## config.mk

```make
export PLATFORM = sky130hd
export DESIGN_NAME = dma_trig_ctrl
export DESIGN_NICKNAME = d
export VERILOG_FILES = /design/src/rtl/dtc_pkg.sv /design/src/rtl/dtc_flag_bank.sv /design/src/rtl/dtc_prio_arb.sv /design/src/rtl/dtc_cmpl_route.sv /design/src/rtl/dma_trig_ctrl.sv
export SDC_FILE = /design/constraint.sdc
export NUM_CORES = 1
export LEC_CHECK = 0
export BUFFER_PORTS_ARGS = -buffer_cell sky130_fd_sc_hd__buf_2
export CAP_MARGIN = 15
export CORE_ASPECT_RATIO = 1.4
export CORE_MARGIN = 2
export CORE_UTILIZATION = 49
export DETAILED_ROUTE_END_ITERATION = 6
export GPL_TIMING_DRIVEN = 0
export PLACE_DENSITY_LB_ADDON = 0.25
export SYNTH_ARGS = -nofsm -noshare
export SYNTH_HDL_FRONTEND = slang
export SYNTH_SLANG_ARGS = --single-unit
```

## constraint.sdc

```tcl
create_clock -name clk_i -period 3.1 [get_ports clk_i]
set_input_delay 0.31 -clock clk_i [delete_from_list [all_inputs] [get_ports clk_i]]
set_output_delay 0.31 -clock clk_i [all_outputs]
set_load 0.1 [all_outputs]
```

## src/rtl/dtc_pkg.sv

```systemverilog
package dtc_pkg;
  localparam int A_EVT      = 0;
  localparam int A_EN       = 1;
  localparam int A_SWSET    = 2;
  localparam int A_CHAIN    = 3;
  localparam int A_IPEND    = 4;
  localparam int A_ICLR     = 5;
  localparam int A_IEN      = 6;
  localparam int A_MISS     = 7;
  localparam int A_OPT_BASE = 16;

  // option word: code[7:0], fin_int[8], fin_chn[9], mid_int[10], mid_chn[11]
  typedef struct packed {
    logic       mid_chn;
    logic       mid_int;
    logic       fin_chn;
    logic       fin_int;
    logic [7:0] code;
  } ch_opt_t;

  localparam int OPT_W = $bits(ch_opt_t);
endpackage

```

## src/rtl/dtc_flag_bank.sv

```systemverilog
module dtc_flag_bank #(
  parameter int N = 16
) (
  input  logic         clk_i,
  input  logic         rst_ni,
  input  logic [N-1:0] set_i,
  input  logic [N-1:0] clr_i,
  output logic [N-1:0] flag_o,
  output logic [N-1:0] miss_o
);
  logic [N-1:0] q;

  always_ff @(posedge clk_i or negedge rst_ni) begin
    if (!rst_ni) q <= '0;
    else         q <= (q & ~clr_i) | set_i;
  end

  assign flag_o = q;
  assign miss_o = set_i & q & ~clr_i;

  assert_set_lands_R2: assert property (@(posedge clk_i) disable iff (!rst_ni)
    (set_i != '0) |=> ((q & $past(set_i)) == $past(set_i)));

  assert_clr_takes_R5: assert property (@(posedge clk_i) disable iff (!rst_ni)
    ((clr_i & ~set_i) != '0) |=> ((q & $past(clr_i & ~set_i)) == '0));
endmodule

```

## src/rtl/dtc_prio_arb.sv

```systemverilog
module dtc_prio_arb #(
  parameter int N  = 16,
  parameter int CW = 4
) (
  input  logic          clk_i,
  input  logic          rst_ni,
  input  logic [N-1:0]  req_i,
  input  logic          ready_i,
  output logic          valid_o,
  output logic [CW-1:0] ch_o,
  output logic [N-1:0]  clr_o
);
  logic [CW-1:0] pick;
  logic          any;
  logic [N-1:0]  below;

  always_comb begin
    pick = '0;
    any  = 1'b0;
    for (int i = N - 1; i >= 0; i--) begin
      if (req_i[i]) begin
        pick = CW'(i);
        any  = 1'b1;
      end
    end
  end

  always_ff @(posedge clk_i or negedge rst_ni) begin
    if (!rst_ni) begin
      valid_o <= 1'b0;
      ch_o    <= '0;
    end else if (valid_o) begin
      if (ready_i) valid_o <= 1'b0;
    end else if (any) begin
      valid_o <= 1'b1;
      ch_o    <= pick;
    end
  end

  assign clr_o = (valid_o && ready_i) ? (N'(1) << ch_o) : '0;
  assign below = (N'(1) << ch_o) - N'(1);

  assert_offer_hold_R5: assert property (@(posedge clk_i) disable iff (!rst_ni)
    (valid_o && !ready_i) |=> (valid_o && $stable(ch_o)));

  assert_gap_after_accept_R5: assert property (@(posedge clk_i) disable iff (!rst_ni)
    (valid_o && ready_i) |=> !valid_o);

  assert_lowest_first_R4: assert property (@(posedge clk_i) disable iff (!rst_ni)
    $rose(valid_o) |-> ((($past(req_i) & below) == '0) &&
                        (($past(req_i) & (N'(1) << ch_o)) != '0)));
endmodule

```

## src/rtl/dtc_cmpl_route.sv

```systemverilog
module dtc_cmpl_route #(
  parameter int N = 16
) (
  input  logic         valid_i,
  input  logic         final_i,
  input  logic [7:0]   code_i,
  input  logic         fin_int_i,
  input  logic         fin_chn_i,
  input  logic         mid_int_i,
  input  logic         mid_chn_i,
  output logic [N-1:0] int_set_o,
  output logic [N-1:0] chn_set_o
);
  logic int_en, chn_en;

  assign int_en = final_i ? fin_int_i : mid_int_i;
  assign chn_en = final_i ? fin_chn_i : mid_chn_i;

  // out-of-range codes shift to zero
  assign int_set_o = (valid_i && int_en) ? (N'(1) << code_i) : '0;
  assign chn_set_o = (valid_i && chn_en) ? (N'(1) << code_i) : '0;
endmodule

```

## src/rtl/dma_trig_ctrl.sv

```systemverilog
module dma_trig_ctrl
  import dtc_pkg::*;
#(
  parameter int NUM_CH = 16,
  parameter int DATA_W = 16,
  parameter int ADDR_W = 6,
  localparam int CH_W  = $clog2(NUM_CH)
) (
  input  logic              clk_i,
  input  logic              rst_ni,
  input  logic [NUM_CH-1:0] evt_i,
  input  logic              wr_en_i,
  input  logic [ADDR_W-1:0] wr_addr_i,
  input  logic [DATA_W-1:0] wr_data_i,
  input  logic [ADDR_W-1:0] rd_addr_i,
  output logic [DATA_W-1:0] rd_data_o,
  output logic              start_valid_o,
  input  logic              start_ready_i,
  output logic [CH_W-1:0]   start_ch_o,
  input  logic              done_valid_i,
  input  logic [CH_W-1:0]   done_ch_i,
  input  logic              done_final_i,
  output logic              irq_o
);
  localparam int N = NUM_CH;

  initial begin
    if (DATA_W < N || DATA_W < OPT_W || A_OPT_BASE + N > (1 << ADDR_W))
      $error("dma_trig_ctrl: parameter set out of range");
  end

  logic [N-1:0] en_q, ie_q, ip_q, ms_q;
  ch_opt_t      opt_q [N];
  logic [N-1:0] wdat;
  logic [N-1:0] evt_flag, sw_flag, chn_flag;
  logic [N-1:0] evt_miss, sw_miss, chn_miss, miss_any;
  logic [N-1:0] sw_set, chn_set, int_set, acc_clr;
  logic [N-1:0] req;
  ch_opt_t      dopt;

  function automatic logic wr_hit(input int a);
    return wr_en_i && (wr_addr_i == ADDR_W'(a));
  endfunction

  assign wdat   = wr_data_i[N-1:0];
  assign sw_set = wr_hit(A_SWSET) ? wdat : '0;
  assign dopt   = opt_q[done_ch_i];

  dtc_cmpl_route #(.N(N)) u_route (
    .valid_i   (done_valid_i),
    .final_i   (done_final_i),
    .code_i    (dopt.code),
    .fin_int_i (dopt.fin_int),
    .fin_chn_i (dopt.fin_chn),
    .mid_int_i (dopt.mid_int),
    .mid_chn_i (dopt.mid_chn),
    .int_set_o (int_set),
    .chn_set_o (chn_set)
  );

  dtc_flag_bank #(.N(N)) u_evt_bank (
    .clk_i, .rst_ni, .set_i(evt_i), .clr_i(acc_clr), .flag_o(evt_flag), .miss_o(evt_miss)
  );
  dtc_flag_bank #(.N(N)) u_sw_bank (
    .clk_i, .rst_ni, .set_i(sw_set), .clr_i(acc_clr), .flag_o(sw_flag), .miss_o(sw_miss)
  );
  dtc_flag_bank #(.N(N)) u_chn_bank (
    .clk_i, .rst_ni, .set_i(chn_set), .clr_i(acc_clr), .flag_o(chn_flag), .miss_o(chn_miss)
  );

  assign req      = (evt_flag & en_q) | sw_flag | chn_flag;
  assign miss_any = evt_miss | sw_miss | chn_miss;

  dtc_prio_arb #(.N(N), .CW(CH_W)) u_arb (
    .clk_i, .rst_ni,
    .req_i   (req),
    .ready_i (start_ready_i),
    .valid_o (start_valid_o),
    .ch_o    (start_ch_o),
    .clr_o   (acc_clr)
  );

  always_ff @(posedge clk_i or negedge rst_ni) begin
    if (!rst_ni) begin
      en_q <= '0;
      ie_q <= '0;
      ip_q <= '0;
      ms_q <= '0;
      for (int i = 0; i < N; i++) opt_q[i] <= '0;
    end else begin
      if (wr_hit(A_EN))  en_q <= wdat;
      if (wr_hit(A_IEN)) ie_q <= wdat;
      ip_q <= (ip_q & ~(wr_hit(A_ICLR) ? wdat : '0)) | int_set;
      ms_q <= (ms_q & ~(wr_hit(A_MISS) ? wdat : '0)) | miss_any;
      for (int i = 0; i < N; i++)
        if (wr_hit(A_OPT_BASE + i)) opt_q[i] <= ch_opt_t'(wr_data_i[OPT_W-1:0]);
    end
  end

  assign irq_o = |(ip_q & ie_q);

  always_comb begin
    rd_data_o = '0;
    if      (rd_addr_i == ADDR_W'(A_EVT))   rd_data_o = DATA_W'(evt_flag);
    else if (rd_addr_i == ADDR_W'(A_EN))    rd_data_o = DATA_W'(en_q);
    else if (rd_addr_i == ADDR_W'(A_SWSET)) rd_data_o = DATA_W'(sw_flag);
    else if (rd_addr_i == ADDR_W'(A_CHAIN)) rd_data_o = DATA_W'(chn_flag);
    else if (rd_addr_i == ADDR_W'(A_IPEND)) rd_data_o = DATA_W'(ip_q);
    else if (rd_addr_i == ADDR_W'(A_IEN))   rd_data_o = DATA_W'(ie_q);
    else if (rd_addr_i == ADDR_W'(A_MISS))  rd_data_o = DATA_W'(ms_q);
    else if (rd_addr_i >= ADDR_W'(A_OPT_BASE) && rd_addr_i < ADDR_W'(A_OPT_BASE + N))
      rd_data_o = DATA_W'(opt_q[CH_W'(rd_addr_i - ADDR_W'(A_OPT_BASE))]);
  end

  assert_ipend_lands_R6: assert property (@(posedge clk_i) disable iff (!rst_ni)
    (int_set != '0) |=> ((ip_q & $past(int_set)) == $past(int_set)));

  assert_chain_requests_R7: assert property (@(posedge clk_i) disable iff (!rst_ni)
    (chn_set != '0) |=> ((req & $past(chn_set)) == $past(chn_set)));

  assert_irq_cause_R8: assert property (@(posedge clk_i) disable iff (!rst_ni)
    $rose(irq_o) |-> ($past(int_set != '0) || $past(wr_hit(A_IEN))));

  assert_miss_recorded_R9: assert property (@(posedge clk_i) disable iff (!rst_ni)
    (miss_any != '0) |=> ((ms_q & $past(miss_any)) == $past(miss_any)));
endmodule

```

==> summary by stage <==
Worst hold path
The tightest min-delay check is of the in -> reg type.

Place
Timing analysis after detailed placement gives a worst setup slack of -0.949 ns. Detailed placement finished with a half-perimeter wire length of 40700 um. Input and output buffers added on the ports amount to 70. The congestion estimate from routability-driven global placement came to 0.968.

Finish
At the end of the flow the core is filled with cells to 0.573. 0 antenna diodes ended up in the layout. The layout has approximately 2700 filler cells. The number of nets in the layout is ~1500. The layout cell share with drive strength beyond 1 is 0.368.

Relative to the synthesized area, the layout overhead comes to 15.1%.

Timing
The setup total negative slack is 0 ns. The upper clock frequency limit is approximately 0.33 GHz. Setup violations remaining at the end of the flow were counted as 0. The time the final worst path needs with I/O delays and setup is approximately 3 ns. The hold violation count in the final report came to 0. Setup repair after global routing left no endpoint under its margin. The number of slew-limit violations in the final report is 0.

Once routing completed, OpenROAD measured the worst setup slack at ~0.028 ns. The worst max-slew margin expressed relative to the limit is 0.235. The transition time at the pin with the least slew margin is between 1 and 1.5 ns.

Across the routed clock network, the largest skew measured is about 0.017 ns. In the finished design, the share of the clock period the worst path needs comes to 0.991.

Synth
Of the synthesized area, sequential elements account for 0.468. The count of state elements after synthesis is 309. For this run, the number of Yosys warnings is 0. In the post-synthesis netlist, the biggest area contributors are dfrtp_1 47%, mux2_2 16%, mux4_2 13%.

The number of distinct standard cells referenced by the synthesized netlist is 65. Of all cell types, the one taking the most synthesized area is dfrtp_1. In the synthesized netlist the async set-or-reset flop fraction comes to 1.00. The flip-flop cell with the highest count after synthesis is dfrtp_1. Dividing the synthesized area by the synthesized cell count gives about 13 um2. The synthesized design contains 0 enable-type register cells. The mapped netlist covers roughly 0.017 mm2. The proportion of netlist area held by the largest area contributor is 0.468. The net count after synthesis is 1336. The cell count after synthesis is 1282.

Route
After detailed routing, the total wire length is roughly 57000 um. The detailed router finished its first iteration with roughly 1200 violations. The post-detailed-route count of antenna-violating nets is 0.

The first detailed-routing pass ran for 7 iterations. The vias per cell is 6.78. For this run, design rule violations remaining after detail routing come to 0. The routed via count is ~13000. In the final routed layout, each cell accounts on average for between 30 and 40 um.

GRT
The first-pass GRT wire length is 84600 um. The number of global-route vias before repair was between 10000 and 15000. The maximum number of pins on one net before global-route repair is approximately 110. The initial antenna violation count is 0. In the global route stage, overall resource usage came out at 0.322. The global-route congestion overflow total is 0.

Floorplan
The row count is approximately 80. Measured along the x axis, the die boundary spans between 150 and 200 um. The total die area is 0.0353 mm2. The number of primary I/O pins is 76. The initial utilization of the core area, before any placement, comes to 0.498. The total area inside the core boundary comes to 0.0332 mm2.

The die is between 200 and 250 um tall.

Critical path
The start-to-end type of the worst setup path is reg -> out. STA classifies the critical path startpoint as a register. STA puts the critical path data required time at 2.79 ns. The reg2reg setup slack is 0.06 ns.

The data arrival time of the critical path is about 2.8 ns. The peak fanout along the critical path is 3. STA classifies the critical path endpoint as an output port.

CTS
The CTS tree is yes. The clock transition at the register clock pins on the worst setup and hold paths after CTS is around 0.070 ns. The cell chosen for the clock root is clkbuf_16. Clock tree synthesis found a total of around 310 sinks. The post-CTS setup buffer count is 0. The clock passes through at most 3 buffers. The number of clock buffers inserted by TritonCTS is 31. CTS built an H-tree with a depth of 1. The clock insertion delay at the later pin of the skew report is about 0.60 ns.

Power and ir drop
The power density of the placed cells is 644 mW/mm2. Of the total power, the share spent switching nets is 0.317. The part of the power in registers is 0.418. Summed over all cells, the static leakage comes to 8.10 nW. Internal power comes to between 0.008 and 0.009 W.

Of the total power, the clock network draws 0.349. Of the total power, combinational logic draws 0.233. The switching power is between 0.003 and 0.004 W. IR analysis of the VDD net gives a maximum drop of 0.565 mV.

Status
The flow ran to the end, and the final reports show no timing, DRC or antenna violations.

Run
Across the run, the number of max-cap violations was 0.
power groups by stage:
stage	sequential, W	clock, W	combinational (W)
2_1_floorplan	0.00520	0	0.00180
3_3_place_gp	0.00514	0	0.00270
3_5_place_dp	0.00517	0	0.00276
4_1_cts	0.00510	0.00430	0.00280
5_1_grt	0.00519	0.00448	0.00299
6_report	0.00513	0.00428	0.00285
logic make-up after synthesis:
group,after synthesis,synth area share
AOI/OAI and AO/OA,252,0.117
muxes,349,0.302
and+or+nand+nor,263,0.0841
DFF,309,0.468
buffers and inverters,109,0.0297
state kept, by name, summed over array words and instances (netlist names):
name               flops
u_sw_bank.flag_o      16
u_arb.valid_o          1
u_evt_bank.flag_o     16
en_q                  16
opt_q                192
ie_q                  16
ms_q                  16
u_chn_bank.flag_o     16
ip_q                  16
u_arb.ch_o             4
what timing repair did:
action	CTS	global route
pin swaps	0	0
endpoints found under the hold margin	62	0
resized for setup	41	19
hold buffers	18	0
endpoints found under the setup margin	16	11
cell type report:
class / count / area [um2] / area share
tap: 445 / 557 / 0.0293
multi-input combinational: 864 / 8390 / 0.441
clock inverter: 18 / 304 / 0.0160
buffer: 102 / 536 / 0.0281
sequential: 309 / 7730 / 0.406
inverter: 7 / 26.3 / 0.00138
clock buffer: 37 / 838 / 0.0440
timing repair buffer: 91 / 653 / 0.0343
layout by cell type, fill, tap and decap left out, drive strengths merged, types with 18 or more instances in the layout:
| master | netlist | final |
|---|---|---|
| buf | 34 | 108 |
| nand3 | 31 | 31 |
| nand2 | 82 | 82 |
| a22o | 34 | 34 |
| o21ai | 48 | 48 |
| a21oi | 27 | 27 |
| clkbuf | 68 | 104 |
| mux4 | 97 | 97 |
| a32o | 46 | 46 |
| mux2 | 230 | 230 |
| dfrtp | 309 | 309 |
| dlygate4sd3 | 0 | 18 |
| nor2b | 20 | 20 |
| nor2 | 40 | 40 |
| mux2i | 22 | 22 |
| a22oi | 20 | 20 |
Yosys cell counts (3+ instances only):
master / number
o21ai_1: 7
a221oi_1: 5
a31oi_1: 5
a41o_1: 5
o22a_1: 4
dfrtp_1: 309
nand3_1: 31
buf_1: 10
clkbuf_1: 68
nor2_1: 37
nor3b_1: 3
o22ai_1: 5
buf_2: 14
buf_4: 6
mux2i_1: 22
nand2_1: 82
nand4_1: 6
inv_1: 5
nor4b_1: 11
o21ai_0: 37
nor4_1: 14
mux4_2: 97
a21o_1: 17
nand3b_1: 3
o221ai_1: 3
a21oi_1: 27
o21ai_2: 4
nor2b_1: 20
a22o_1: 34
nand2b_1: 16
nor3_1: 14
a211oi_1: 15
a211o_1: 3
o2bb2ai_1: 3
and3_1: 4
a32o_1: 46
mux2_2: 230
and2_1: 8
a22oi_1: 19
worst paths after layout:
path                                         from                         endpoint  depth (start not counted)
setup / recovery             opt_q[7]$_DFFE_PN0P_                     rd_data_o[7]                          7
hold / removal                      wr_data_i[13]   u_sw_bank.flag_o[13]$_DFF_PN0_                          2
setup reg to reg           opt_q[172]$_DFFE_PN0P_                ms_q[7]$_DFF_PN0_                          6
hold reg to reg                ms_q[10]$_DFF_PN0_               ms_q[10]$_DFF_PN0_                          2
max in group asynchronous                  rst_ni            opt_q[43]$_DFFE_PN0P_                          5
min in group asynchronous                  rst_ni  u_evt_bank.flag_o[15]$_DFF_PN0_                          2
critical path, cell delays in order, from the launching register on:
cell and delay (ns):
dfrtp_1 0.41, mux4_2 0.47, a22oi_1 0.31, a21oi_1 0.16
a31oi_1 0.19, o221ai_1 0.21, o2bb2ai_2 0.19, buf_4 0.24
routing by layer:
layer  vias up  GRT usage  wire length (um)
met1      6488      0.359             19600
met4         0      0.240              4890
li1       5247          -                 -
met2       719      0.553             28200
met3       249     0.0566              4000
met5         -          0                 0
metrics by stage:
stage | std cells | hold WS, ns | instance area (um2) | total power (W)
CTS | 1873 | 0.0219 | 19000 | 0.0122
floorplan | 1282 | 0.0144 | 16600 | 0.00700
detailed placement | 1800 | 0.225 | 17600 | 0.00793
global placement | 1797 | 0.492 | 17500 | 0.00784
finish | 1873 | 0.0408 | 19000 | 0.0123
global route | 1873 | 0.0424 | 19000 | 0.0127
Power figures use the tool's default switching activity.
